===== src/rtl/psr_pkg.sv =====
package psr_pkg;
  typedef enum logic [2:0] {
    SEL_MSP  = 3'd0,
    SEL_PSP  = 3'd1,
    SEL_MASK = 3'd2,
    SEL_CTRL = 3'd3,
    SEL_CPAC = 3'd4
  } sreg_sel_e;

  typedef enum logic [1:0] {
    FPA_OFF  = 2'b00,
    FPA_PRIV = 2'b01,
    FPA_RSVD = 2'b10,
    FPA_FULL = 2'b11
  } fp_acc_e;

  typedef struct packed {
    logic fpca;
    logic spsel;
    logic unpriv;
  } ctrl_t;

  localparam int CTRL_W = 3;
  localparam int CPAC_W = 4;
endpackage


===== src/rtl/psr_priv_gate.sv =====
module psr_priv_gate (
  input  logic in_handler,
  input  logic unpriv_bit,
  input  logic spsel_bit,
  input  logic req_valid,
  input  logic req_write,
  output logic privileged,
  output logic use_psp,
  output logic wr_ok
);
  always_comb begin
    privileged = in_handler | ~unpriv_bit;
    use_psp    = ~in_handler & spsel_bit;
    wr_ok      = req_valid & req_write & privileged;
  end
endmodule


===== src/rtl/psr_fp_check.sv =====
module psr_fp_check
  import psr_pkg::*;
(
  input  logic [1:0] fld_a,
  input  logic [1:0] fld_b,
  input  logic       privileged,
  input  logic       fp_exec,
  output logic       fp_ok,
  output logic       fp_bad
);
  logic allow;
  always_comb begin
    allow = 1'b0;
    if (fld_a == fld_b) begin
      case (fp_acc_e'(fld_a))
        FPA_FULL: allow = 1'b1;
        FPA_PRIV: allow = privileged;
        default:  allow = 1'b0;
      endcase
    end
    fp_ok  = fp_exec & allow;
    fp_bad = fp_exec & ~allow;
  end
endmodule


===== src/rtl/psr_rd_mux.sv =====
module psr_rd_mux
  import psr_pkg::*;
#(
  parameter int DATA_W = 32,
  parameter int MASK_W = 8
) (
  input  logic [2:0]        sel,
  input  logic              rd_en,
  input  logic              privileged,
  input  logic [DATA_W-1:0] msp,
  input  logic [DATA_W-1:0] psp,
  input  logic [MASK_W-1:0] mask,
  input  ctrl_t             ctrl,
  input  logic [CPAC_W-1:0] cpac,
  output logic [DATA_W-1:0] rd_data
);
  always_comb begin
    rd_data = '0;
    if (rd_en) begin
      case (sel)
        SEL_MSP:  if (privileged) rd_data = msp;
        SEL_PSP:  if (privileged) rd_data = psp;
        SEL_MASK: if (privileged) rd_data[MASK_W-1:0] = mask;
        SEL_CTRL: rd_data[CTRL_W-1:0] = ctrl;
        SEL_CPAC: rd_data[CPAC_W-1:0] = cpac;
        default:  rd_data = '0;
      endcase
    end
  end
endmodule


===== src/rtl/psr_file.sv =====
module psr_file
  import psr_pkg::*;
#(
  parameter int DATA_W = 32,
  parameter int MASK_W = 8
) (
  input  logic              clk,
  input  logic              rst_n,
  input  logic              req_valid,
  input  logic              req_write,
  input  logic [2:0]        req_sel,
  input  logic [DATA_W-1:0] req_wdata,
  input  logic              in_handler,
  input  logic              fp_exec,
  input  logic              fp_auto_en,
  output logic [DATA_W-1:0] rd_data,
  output logic              use_psp,
  output logic              privileged,
  output logic              fp_fault
);
  localparam int SYNC_STAGES = 2;

  logic [SYNC_STAGES-1:0] rst_sync_q;
  logic                   rst_int_n;

  always_ff @(posedge clk or negedge rst_n) begin
    if (!rst_n) rst_sync_q <= '0;
    else        rst_sync_q <= {rst_sync_q[SYNC_STAGES-2:0], 1'b1};
  end
  assign rst_int_n = rst_sync_q[SYNC_STAGES-1];

  logic [DATA_W-1:0] msp_q, msp_d, psp_q, psp_d;
  logic [MASK_W-1:0] mask_q, mask_d;
  ctrl_t             ctrl_q, ctrl_d;
  logic [CPAC_W-1:0] cpac_q, cpac_d;
  logic              fault_q;
  logic              wr_ok, fp_ok, fp_bad;

  psr_priv_gate u_gate (
    .in_handler (in_handler),
    .unpriv_bit (ctrl_q.unpriv),
    .spsel_bit  (ctrl_q.spsel),
    .req_valid  (req_valid),
    .req_write  (req_write),
    .privileged (privileged),
    .use_psp    (use_psp),
    .wr_ok      (wr_ok)
  );

  psr_fp_check u_fp (
    .fld_a      (cpac_q[1:0]),
    .fld_b      (cpac_q[3:2]),
    .privileged (privileged),
    .fp_exec    (fp_exec),
    .fp_ok      (fp_ok),
    .fp_bad     (fp_bad)
  );

  psr_rd_mux #(.DATA_W(DATA_W), .MASK_W(MASK_W)) u_rd (
    .sel        (req_sel),
    .rd_en      (req_valid & ~req_write),
    .privileged (privileged),
    .msp        (msp_q),
    .psp        (psp_q),
    .mask       (mask_q),
    .ctrl       (ctrl_q),
    .cpac       (cpac_q),
    .rd_data    (rd_data)
  );

  always_comb begin
    msp_d  = msp_q;
    psp_d  = psp_q;
    mask_d = mask_q;
    ctrl_d = ctrl_q;
    cpac_d = cpac_q;
    if (wr_ok) begin
      case (req_sel)
        SEL_MSP:  msp_d  = req_wdata;
        SEL_PSP:  psp_d  = req_wdata;
        SEL_MASK: mask_d = req_wdata[MASK_W-1:0];
        SEL_CTRL: ctrl_d = ctrl_t'(req_wdata[CTRL_W-1:0]);
        SEL_CPAC: cpac_d = req_wdata[CPAC_W-1:0];
        default:  ;
      endcase
    end
    if (fp_ok && fp_auto_en) ctrl_d.fpca = 1'b1;
  end

  always_ff @(posedge clk or negedge rst_int_n) begin
    if (!rst_int_n) begin
      msp_q   <= '0;
      psp_q   <= '0;
      mask_q  <= '0;
      ctrl_q  <= '0;
      cpac_q  <= '0;
      fault_q <= 1'b0;
    end else begin
      if (wr_ok) begin
        msp_q  <= msp_d;
        psp_q  <= psp_d;
        mask_q <= mask_d;
        cpac_q <= cpac_d;
      end
      if (wr_ok || fp_ok) ctrl_q <= ctrl_d;
      fault_q <= fp_bad;
    end
  end

  assign fp_fault = fault_q;
endmodule


===== config.mk =====
export PLATFORM = sky130hd
export DESIGN_NAME = psr_file
export DESIGN_NICKNAME = d
export VERILOG_FILES = /design/src/rtl/psr_pkg.sv /design/src/rtl/psr_priv_gate.sv /design/src/rtl/psr_fp_check.sv /design/src/rtl/psr_rd_mux.sv /design/src/rtl/psr_file.sv
export SDC_FILE = /design/constraint.sdc
export NUM_CORES = 1
export LEC_CHECK = 0
export ABC_AREA = 1
export BUFFER_PORTS_ARGS = -buffer_cell sky130_fd_sc_hd__buf_4
export CAP_MARGIN = 20
export CORE_UTILIZATION = 30
export DETAILED_ROUTE_END_ITERATION = 8
export PLACE_DENSITY = 0.46
export SYNTH_ARGS = -nofsm -noshare
export SYNTH_HDL_FRONTEND = slang
export SYNTH_HIERARCHICAL = 1
export SYNTH_SLANG_ARGS = --single-unit
export TNS_END_PERCENT = 100

===== constraint.sdc =====
create_clock -name clk -period 5.2 [get_ports clk]
set_input_delay 0 -clock clk [delete_from_list [all_inputs] [get_ports clk]]
set_output_delay 0 -clock clk [all_outputs]
set_load 0.01 [all_outputs]

==> flow_metrics.env <==
export IMPL_cts_sinks=82
export IMPL_p_sw_frac=0.277
export IMPL_arrival_ns=3.12
export IMPL_slew_headroom=0.485
export IMPL_skew_ns=0.0105
export IMPL_slowest_delay_ns=0.59
export IMPL_cts_root_buf="clkbuf_16"
export IMPL_viasPerCell=4.83
export IMPL_drive_gt1_frac=0.181
export IMPL_die_area_um2=14400
export IMPL_row_count=42
export IMPL_syn2layout_area_growth_pct=31.4
export IMPL_cts_hold_buffers_added=37
export IMPL_postSynthCellCount=533
export IMPL_final_area_um2=5490
export IMPL_track_usage=0.181
export IMPL_period_share=0.560
export IMPL_coreArea_um2=13400
export IMPL_setup_viol=0
export IMPL_grt_overflow=0
export IMPL_htreeDepth=3
export IMPL_cp_required_ns=5.41
export IMPL_drt_pass1_iter_count=4
export IMPL_cts_setup_buffers=0
export IMPL_synthFlopType="dfrtp_1"
export IMPL_antenna_found_initial=0
export IMPL_min_period_ns=2.91
export IMPL_dpl_hpwl_um=7210
export IMPL_num_nets_final=671
export IMPL_num_vias=3915
export IMPL_powerDensity_nw_per_um2=330
export IMPL_async_reset_ff_frac=1.00
export IMPL_synth_seq_cells=82
export IMPL_slowest_stage="buf_4"
export IMPL_ctsResizeCount=0
export IMPL_diodes=0
export IMPL_clockBufferDepth=2
export IMPL_p_leak_nw=2.77
export IMPL_yosysWarningCount=6
export IMPL_cts_buffers=9
export IMPL_synth_area_um2=4180
export IMPL_rsz0062_at_grt="false"
export IMPL_cts_tree="yes"
export IMPL_clkTransAtPathRegs_ns=0.06
export IMPL_critPathTopFamily="buffers and inverters"
export IMPL_finalPower_mw=1.81
export IMPL_yosys_area_top_type="dfrtp_1"
export IMPL_start_util=0.312
export IMPL_synth_most_common_cell="nand2_1"
export IMPL_synth_distinct_cells=22
export IMPL_post_dp_cell_area_um2=4780
export IMPL_grt_pass1_vias=3949
export IMPL_gp_congestion=0.792
export IMPL_cp_end_kind="flip-flop"
export IMPL_p_sw_mw=0.502
export IMPL_min_path_type="primary input to flip-flop"
export IMPL_wl_per_cell_um=15.1
export IMPL_grt_pass1_wl_um=20400
export IMPL_grt_start_max_net_pins=81
export IMPL_ant_nets=0
export IMPL_fmax_mhz=343
export IMPL_pwr_share_clk=0.378
export IMPL_utilization=0.410
export IMPL_status="complete, no violations"
export IMPL_drt_wl_total_um=12200
export IMPL_crit_type="flip-flop to flip-flop"
export IMPL_nFillCells=1402
export IMPL_drv_cap=0
export IMPL_fin_setup_tns_ns=0
export IMPL_internal_power_mw=1.31
export IMPL_fin_hold_ws_ns=0.0392
export IMPL_synth_nets=575
export IMPL_path_buf_inv=3
export IMPL_cp_start_kind="flip-flop"
export IMPL_worst_pin_slew_ns=0.771
export IMPL_portBuffers=76
export IMPL_synth_commonest_cells="nand2_1, dfrtp_1, nand3_1, nand4_1, a21oi_1"
export IMPL_pwr_share_seq=0.467
export IMPL_ir_worst_vdd_uv=172
export IMPL_yosys_top_cells_area="dfrtp_1, nand2_1, nand4_1, nand3_1, a21oi_1"
export IMPL_die_h_um=120
export IMPL_synth_edf_count=0
export IMPL_die_width_um=120
export IMPL_avgSynthCellArea_um2=7.85
export IMPL_maxSlewViolCount=0
export IMPL_clk_latency_ns=0.34
export IMPL_combPwrFrac=0.156
export IMPL_drc=0
export IMPL_crit_path_max_fanout=49
export IMPL_hold_violations=0
export IMPL_ios=77
export IMPL_drt_initial_drc_count=309
export IMPL_ys_seq_area_frac=0.491
export IMPL_synth_top_area_frac=0.491
export IMPL_crit_chain="a21oi_2 > inv_2 > nor2_4 > buf_4 > nand2_2 > nand2_1 > nand3_1 > dlygate4sd3_1"
## flip-flops by register name, indices dropped and copies added, names as in the netlist
| register | cells |
|---|---|
| msp_q | 32 |
| rst_sync_q | 2 |
| psp_q | 32 |
| cpac_q | 4 |
| mask_q | 8 |
| fp_fault | 1 |
| ctrl_q | 3 |
## final timing paths
check	start	endpoint	slack, ns	cells after the start
worst max-delay path	ctrl_q[0]	ctrl_q[2]	2.29	8
worst min-delay path	req_sel[2]	cpac_q[0]	0.04	3
worst max register to register	ctrl_q[0]	ctrl_q[2]	2.29	8
worst min register to register	rst_sync_q[1]	msp_q[8]	0.30	0
max in group asynchronous	rst_sync_q[1]	msp_q[0]	4.30	1
min in group asynchronous	rst_sync_q[1]	msp_q[8]	0.30	0
## worst min-delay path: cells and delay by family
| kind | cells | cell delay [ns] |
|---|---|---|
| buffers and inverters | 1 | 0.17 |
| and+or+nand+nor | 2 | 0.16 |
## kinds of logic (layout without fill, tap and decap cells)
kind of cell	Yosys count	after routing	share of synthesized area
and+or+nand+nor	362	362	0.392
other	1	1	0.000897
DFF	82	82	0.491
buffers and inverters	55	156	0.0745
AOI/OAI and AO/OA	33	33	0.0422
## through the flow
stage                     worst slack, ns  std cells
after global placement               2.72        756
after CTS                            2.31        809
after floorplan                      2.75        533
after detailed placement             2.65        756
after global routing                 2.03        810
final                                2.29        810
## cell type report
type                    instances  area, µm²  area share
repair buffers                117        991       0.180
well taps                     176        220      0.0401
flip-flops and latches         82       2060       0.374
inverters                      23       88.8      0.0162
clock inverters                 6       90.1      0.0164
multi-input cells             396       1820       0.331
clock buffers                  10        229      0.0417
## placed cells by master (no fill, tap or decap), types with 5 or more instances in the layout
master	netlist	layout
nand2_1	235	235
dfrtp_1	82	81
buf_4	2	79
nand3_1	56	56
nand4_1	47	47
dlygate4sd3_1	0	37
a21oi_1	25	25
inv_1	19	19
nor2_1	12	12
clkbuf_16	0	9
nor2_4	5	5
o21ai_0	5	5
## routing by layer
layer,vias to the layer above,global-route usage,part of all wire
met5,-,0,0
met4,0,0.0461,0.010
met3,14,0.0352,0.047
met2,108,0.301,0.48
met1,1856,0.239,0.46
li1,1937,-,-
## power by group through the flow
stage / logic [mW] / clock network [mW] / registers, mW
2_1_floorplan: 0.175 / 0 / 0.839
3_5_place_dp: 0.249 / 0 / 0.862
6_report: 0.282 / 0.684 / 0.845
4_1_cts: 0.275 / 0.705 / 0.851
5_1_grt: 0.327 / 0.727 / 0.862
3_3_place_gp: 0.243 / 0 / 0.859
Note: power is estimated with default switching activity, not from simulation.
